$ cat config.mk
export PLATFORM = sky130hd
export DESIGN_NAME = burst_col_gen
export DESIGN_NICKNAME = d
export VERILOG_FILES = /design/src/rtl/burst_col_pkg.sv /design/src/rtl/burst_mode_dec.sv /design/src/rtl/burst_beat_ctr.sv /design/src/rtl/burst_addr_map.sv /design/src/rtl/burst_col_gen.sv
export SDC_FILE = /design/constraint.sdc
export NUM_CORES = 1
export LEC_CHECK = 0
export BUFFER_PORTS_ARGS = -buffer_cell sky130_fd_sc_hd__buf_2
export CORE_UTILIZATION = 50
export CTS_CLUSTER_DIAMETER = 60
export DETAILED_ROUTE_END_ITERATION = 6
export PLACE_DENSITY = 0.77
export SYNTH_ARGS = -nofsm -noshare
export SYNTH_HDL_FRONTEND = slang
export SYNTH_HIERARCHICAL = 1
export SYNTH_SLANG_ARGS = --single-unit
$ cat constraint.sdc
create_clock -name clk -period 3.45 [get_ports clk]
set_input_delay 0.69 -clock clk [delete_from_list [all_inputs] [get_ports clk]]
set_output_delay 0.69 -clock clk [all_outputs]
set_load 0.01 [all_outputs]
$ cat src/rtl/burst_col_pkg.sv
package burst_col_pkg;

  localparam int OFS_W = 3;

  typedef enum logic {
    ORD_SEQ = 1'b0,
    ORD_ILV = 1'b1
  } burst_order_e;

  typedef logic [1:0] len_log2_t;

  localparam logic [2:0] CODE_LEN2 = 3'b001;
  localparam logic [2:0] CODE_LEN4 = 3'b010;
  localparam logic [2:0] CODE_LEN8 = 3'b011;

  function automatic logic code_is_legal(input logic [2:0] code);
    return (code == CODE_LEN2) || (code == CODE_LEN4) || (code == CODE_LEN8);
  endfunction

  function automatic len_log2_t code_to_log2(input logic [2:0] code);
    len_log2_t r;
    case (code)
      CODE_LEN2: r = 2'd1;
      CODE_LEN4: r = 2'd2;
      CODE_LEN8: r = 2'd3;
      default:   r = 2'd0;
    endcase
    return r;
  endfunction

  function automatic logic [OFS_W-1:0] len_mask(input len_log2_t l);
    logic [3:0] full;
    full = (4'd1 << l) - 4'd1;
    return full[OFS_W-1:0];
  endfunction

  function automatic logic [OFS_W-1:0] beat_offset(
    input logic [OFS_W-1:0] start_ofs,
    input logic [OFS_W-1:0] beat,
    input burst_order_e     ord,
    input len_log2_t        l
  );
    logic [OFS_W-1:0] m;
    m = len_mask(l);
    if (ord == ORD_ILV) return (start_ofs ^ beat) & m;
    else                return (start_ofs + beat) & m;
  endfunction

endpackage

$ cat src/rtl/burst_mode_dec.sv
module burst_mode_dec
  import burst_col_pkg::*;
(
  input  logic [3:0]   mode_i,
  output len_log2_t    len_log2_o,
  output burst_order_e order_o,
  output logic         code_ok_o
);

  always_comb begin
    code_ok_o  = code_is_legal(mode_i[2:0]);
    len_log2_o = code_to_log2(mode_i[2:0]);
    order_o    = mode_i[3] ? ORD_ILV : ORD_SEQ;
  end

endmodule

$ cat src/rtl/burst_beat_ctr.sv
module burst_beat_ctr
  import burst_col_pkg::*;
(
  input  logic             clk,
  input  logic             rst_n,
  input  logic             load_i,
  input  len_log2_t        len_log2_i,
  output logic             active_o,
  output logic [OFS_W-1:0] beat_o,
  output logic             first_o,
  output logic             last_o
);

  logic             active_q;
  logic [OFS_W-1:0] beat_q;
  len_log2_t        len_q;
  logic             at_end_w;

  assign at_end_w = active_q && (beat_q == len_mask(len_q));

  always_ff @(posedge clk or negedge rst_n) begin
    if (!rst_n) begin
      active_q <= 1'b0;
      beat_q   <= '0;
      len_q    <= '0;
    end else if (load_i) begin
      active_q <= 1'b1;
      beat_q   <= '0;
      len_q    <= len_log2_i;
    end else if (active_q) begin
      if (at_end_w) active_q <= 1'b0;
      else          beat_q   <= beat_q + 1'b1;
    end
  end

  assign active_o = active_q;
  assign beat_o   = beat_q;
  assign first_o  = active_q && (beat_q == '0);
  assign last_o   = at_end_w;

  // a load never lands on a running burst
  assert_no_load_busy_R7: assert property (@(posedge clk) disable iff (!rst_n)
    load_i |-> !active_q);

  // the busy phase closes right after the final beat
  assert_end_closes_R7: assert property (@(posedge clk) disable iff (!rst_n)
    (at_end_w && !load_i) |=> !active_q);

  // the beat counter stays inside the programmed length
  assert_beat_in_len_R2: assert property (@(posedge clk) disable iff (!rst_n)
    active_q |-> ((beat_q & ~len_mask(len_q)) == '0));

endmodule

$ cat src/rtl/burst_addr_map.sv
module burst_addr_map
  import burst_col_pkg::*;
#(
  parameter int COL_W = 10
) (
  input  logic [COL_W-1:0] base_col_i,
  input  len_log2_t        len_log2_i,
  input  burst_order_e     order_i,
  input  logic [OFS_W-1:0] beat_i,
  output logic [COL_W-1:0] col_o
);

  logic [OFS_W-1:0] ofs_w;

  assign ofs_w = beat_offset(base_col_i[OFS_W-1:0], beat_i, order_i, len_log2_i);

  for (genvar i = 0; i < COL_W; i++) begin : g_bit
    if (i < OFS_W) begin : g_low
      assign col_o[i] = (i < int'(len_log2_i)) ? ofs_w[i] : base_col_i[i];
    end else begin : g_high
      assign col_o[i] = base_col_i[i];
    end
  end

endmodule

$ cat src/rtl/burst_col_gen.sv
module burst_col_gen
  import burst_col_pkg::*;
#(
  parameter int COL_W = 10
) (
  input  logic             clk,
  input  logic             rst_n,
  input  logic             start_i,
  input  logic [COL_W-1:0] start_col_i,
  input  logic [3:0]       mode_i,
  output logic [COL_W-1:0] col_o,
  output logic             col_vld_o,
  output logic             first_o,
  output logic             last_o,
  output logic             busy_o,
  output logic             err_o
);

  len_log2_t        dec_len_w;
  burst_order_e     dec_ord_w;
  logic             dec_ok_w;
  logic             accept_w;
  logic             reject_w;
  logic             active_w;
  logic [OFS_W-1:0] beat_w;

  logic [COL_W-1:0] base_q;
  len_log2_t        len_q;
  burst_order_e     ord_q;
  logic             err_q;

  burst_mode_dec u_dec (
    .mode_i     (mode_i),
    .len_log2_o (dec_len_w),
    .order_o    (dec_ord_w),
    .code_ok_o  (dec_ok_w)
  );

  assign accept_w = start_i && !active_w && dec_ok_w;
  assign reject_w = start_i && !active_w && !dec_ok_w;

  always_ff @(posedge clk or negedge rst_n) begin
    if (!rst_n) begin
      base_q <= '0;
      len_q  <= '0;
      ord_q  <= ORD_SEQ;
      err_q  <= 1'b0;
    end else begin
      err_q <= reject_w;
      if (accept_w) begin
        base_q <= start_col_i;
        len_q  <= dec_len_w;
        ord_q  <= dec_ord_w;
      end
    end
  end

  burst_beat_ctr u_ctr (
    .clk        (clk),
    .rst_n      (rst_n),
    .load_i     (accept_w),
    .len_log2_i (dec_len_w),
    .active_o   (active_w),
    .beat_o     (beat_w),
    .first_o    (first_o),
    .last_o     (last_o)
  );

  burst_addr_map #(.COL_W(COL_W)) u_map (
    .base_col_i (base_q),
    .len_log2_i (len_q),
    .order_i    (ord_q),
    .beat_i     (beat_w),
    .col_o      (col_o)
  );

  assign col_vld_o = active_w;
  assign busy_o    = active_w;
  assign err_o     = err_q;

  // bits above the largest block stay fixed between beats of one burst
  assert_upper_hold_R5: assert property (@(posedge clk) disable iff (!rst_n)
    (col_vld_o && !first_o) |-> (col_o[COL_W-1:OFS_W] == $past(col_o[COL_W-1:OFS_W])));

  // first and last flags are distinct beats
  assert_first_last_apart_R6: assert property (@(posedge clk) disable iff (!rst_n)
    !(first_o && last_o));

  // a first beat always follows an accepted start
  assert_first_after_accept_R2: assert property (@(posedge clk) disable iff (!rst_n)
    first_o |-> $past(accept_w));

  // an error pulse never overlaps a burst
  assert_err_idle_R8: assert property (@(posedge clk) disable iff (!rst_n)
    err_o |-> !busy_o);

endmodule

==> results.tsv <==
stage	metric	value	unit
outcome	status	finished clean	
global_route	grt_antenna_before_repair	0	
clock_tree	cts_root_buffer	clkbuf_4	
worst_setup_path	worstSetupPathType	reg2out	
logic_synthesis	yosys_warnings	6	
die	fp-row-count	17	
worst_setup_path	start_kind	flop	
die	core	2190	sq um
clock_tree	cts_setup_buffers	0	
finish	area_growth	13.8	%
route	dr_total_vias	749	
worst_setup_path	cp_num_cells	7	
clock_tree	clk_pin_slew	0.11	ns
worst_setup_path	critical_path.cell_chain	ha_1 > inv_1 > fa_1 > or3_1 > a21oi_1 > xor2_1 > buf_2	
finish	design_area	1320	sq um
timing	timing.fmax	0.342	GHz
worst_setup_path	critPathTopFamily	adder cells	
global_route	gr-usage-met2	33.3	%
pwr	power_density	850	nW/um^2
route	drt-initial-drc-count	7	
global_route	grtUsageTotal	19.8	%
placed_design	dp_hpwl	1540	um
job	maxCapViolations	0	
worst_setup_path	critPathMaxStageDelay	0.49	ns
global_route	grt_max_degree	21	
worst_setup_path	crit_buf_inv	2	
placed_design	io_buffers	31	
clock_tree	ctsLongestPathBuffers	2	
timing	worstMarginPinSlew	0.444	ns
route	wl_per_cell	13.7	um
logic_synthesis	synth_cells	94	
logic_synthesis	synth-seq-area-share	43.2	%
route	remaining_drc_errors	0	
route	routed_wl	2000	um
worst_setup_path	regToRegEndpoint	u_ctr/beat_o[0]	
timing	fin_skew	0.00139	ns
timing	final.period_utilization	84.8	%
timing	min_period	2.93	ns
worst_setup_path	cp_slowest_cell	dfrtp_1	
logic_synthesis	synth.most_common_cell	dfrtp_1	
clock_tree	cts_tree	done	
worst_setup_path	critical_path_required	2.76	ns
clock_tree	cts_resized	0	
finish	final_layout_size_suffix_gt1_share	52.5	%
finish	regArea	500	sq um
timing	setup_violations	0	
global_route	met1_usage	21.3	%
die	fp.dieH	50.1	um
timing	setup_tns	0	ns
worst_setup_path	worst_r2r_startpoint	u_ctr/beat_o[1]	
logic_synthesis	synthTopCellsByArea	dfrtp_1 43%, mux2_4 13%, mux2_2 7.8%	
logic_synthesis	ys.flop_type	dfrtp_1	
die	ios	32	
timing	slew_viol_final	0	
logic_synthesis	synth_top_area_cell	dfrtp_1	
global_route	grt_pass1_wl	3480	um
pwr	peakVddDrop	387	uV
worst_setup_path	cp_max_fo	7	
worst_setup_path	cp-end-kind	primary output	
timing	relSlewSlack	70.4	%
worst_setup_path	r2r_cells	4	
logic_synthesis	synthArstFlopShare	100	%
timing	rsz0062_at_grt	no	
timing	hold_viol	0	
clock_tree	numClockSinks	20	
clock_tree	postCtsHoldBufs	0	
logic_synthesis	synth.distinct_cells	31	
die	start_util	52.8	%
logic_synthesis	syn_area_per_cell	12.3	sq um
finish	antenna_cells	0	
clock_tree	clk_latency	0.30	ns
logic_synthesis	synth_edf_count	0	
die	die_w	50.1	um
clock_tree	numCtsBuffers	3	
finish	multiInputGateArea	552	sq um
die	die-area	2510	sq um
clock_tree	htree_levels	1	
logic_synthesis	syn_nets	116	
global_route	grt_pass1_vias	766	
min_path	hp-class	in2async	
placed_design	placedInstanceArea	1260	sq um
worst_setup_path	arrival	2.24	ns
finish	fillCellCount	173	
global_route	busiest_layer	met2	
placed_design	gp_congestion	0.772	
logic_synthesis	syn-cell-area	1160	sq um
logic_synthesis	ys_ff_latch	20	
logic_synthesis	synthTopCellsByCount	20 x dfrtp_1, 10 x mux2_4, 9 x buf_4	
pwr	p_leak	0.695	nW
route	drtPass1Iterations	4	
worst_setup_path	rrSetupSlack	1.80	ns
route	antenna_left	0	
route	viasPerCell	5.13	
global_route	overflow	0	
global_route	use_met3	3.70	%
finish	final_nets	141	
logic_synthesis	yosysTopAreaCellShare	43.2	%
## power by group
part           switching (W)  internal (W)  leakage [nW]
Sequential         0.0000962      0.000332         0.245
Clock              0.0000737      0.000118        0.0279
Combinational       0.000219      0.000281         0.422
## how the worst max path moves through the flow
stage,start,end,slack [ns]
6_report,u_ctr/beat_o[0],col_o[2],0.52
5_1_grt,u_ctr/beat_o[0],col_o[2],0.41
3_5_place_dp,u_ctr/beat_o[0],col_o[2],0.86
2_1_floorplan,u_ctr/beat_o[0],col_o[2],1.00
3_3_place_gp,u_ctr/beat_o[0],col_o[2],0.91
4_1_cts,u_ctr/beat_o[0],col_o[2],0.50
## routing by layer
metal / share of wire (%) / vias up
met5: 0 / -
met4: 3.2 / 0
met3: 3.5 / 4
met2: 50 / 19
met1: 43 / 371
li1: - / 355
## stage by stage
stage	hold slack (ns)	power [W]	std cells	setup slack, ns	util, %
after floorplan	0.394	0.000833	94	1.00	-
after global placement	0.485	0.000907	142	0.907	57.7
after detailed placement	0.488	0.000936	142	0.858	57.7
after CTS	0.306	0.00113	146	0.497	60.1
after global routing	0.315	0.00121	146	0.412	60.1
final	0.308	0.00112	146	0.525	60.1
## cell type report
class	instances	area share [%]
timing repair buffer	31	11.8
clock buffer	3	1.71
inverter	6	1.71
clock inverter	1	2.28
tap	28	2.66
multi-input combinational	57	41.9
sequential	20	38.0
## cells in the final DEF, fill, tap and decap left out
cell type,count
or3_1,1
dfrtp_1,20
mux2_2,8
nand2b_1,1
nor2b_1,1
nand3_1,1
or2b_1,1
o21ai_0,1
inv_1,6
bufinv_16,1
mux2_4,10
nor3_2,1
fa_1,1
nand3b_4,1
nor3b_2,1
and2b_2,2
nand2_1,4
mux2i_1,2
buf_2,31
nor3_1,1
o22ai_2,1
clkbuf_4,3
a21oi_1,2
nor2_1,6
or3_4,1
o21ba_2,1
xor2_1,2
ha_1,4
or2_2,1
o21a_1,1
nor3b_1,1
## cells by family (layout without fill, tap and decap cells)
group | after synthesis | count (layout) | synth area share, %
simple gates | 24 | 24 | 13.7
xor+xnor | 2 | 2 | 1.51
flops | 20 | 20 | 43.2
compound gates | 6 | 6 | 3.89
mux | 20 | 20 | 22.5
fa+ha+maj | 5 | 5 | 6.05
buf+inv | 17 | 41 | 9.08
## flip-flops by register name (all words and copies together), names as in the netlist
register / count
u_ctr/beat_o: 3
u_ctr/len_q: 2
err_o: 1
len_q: 2
base_q: 10
u_ctr/active_o: 1
ord_q: 1
Note: power is estimated with default switching activity, not from simulation.
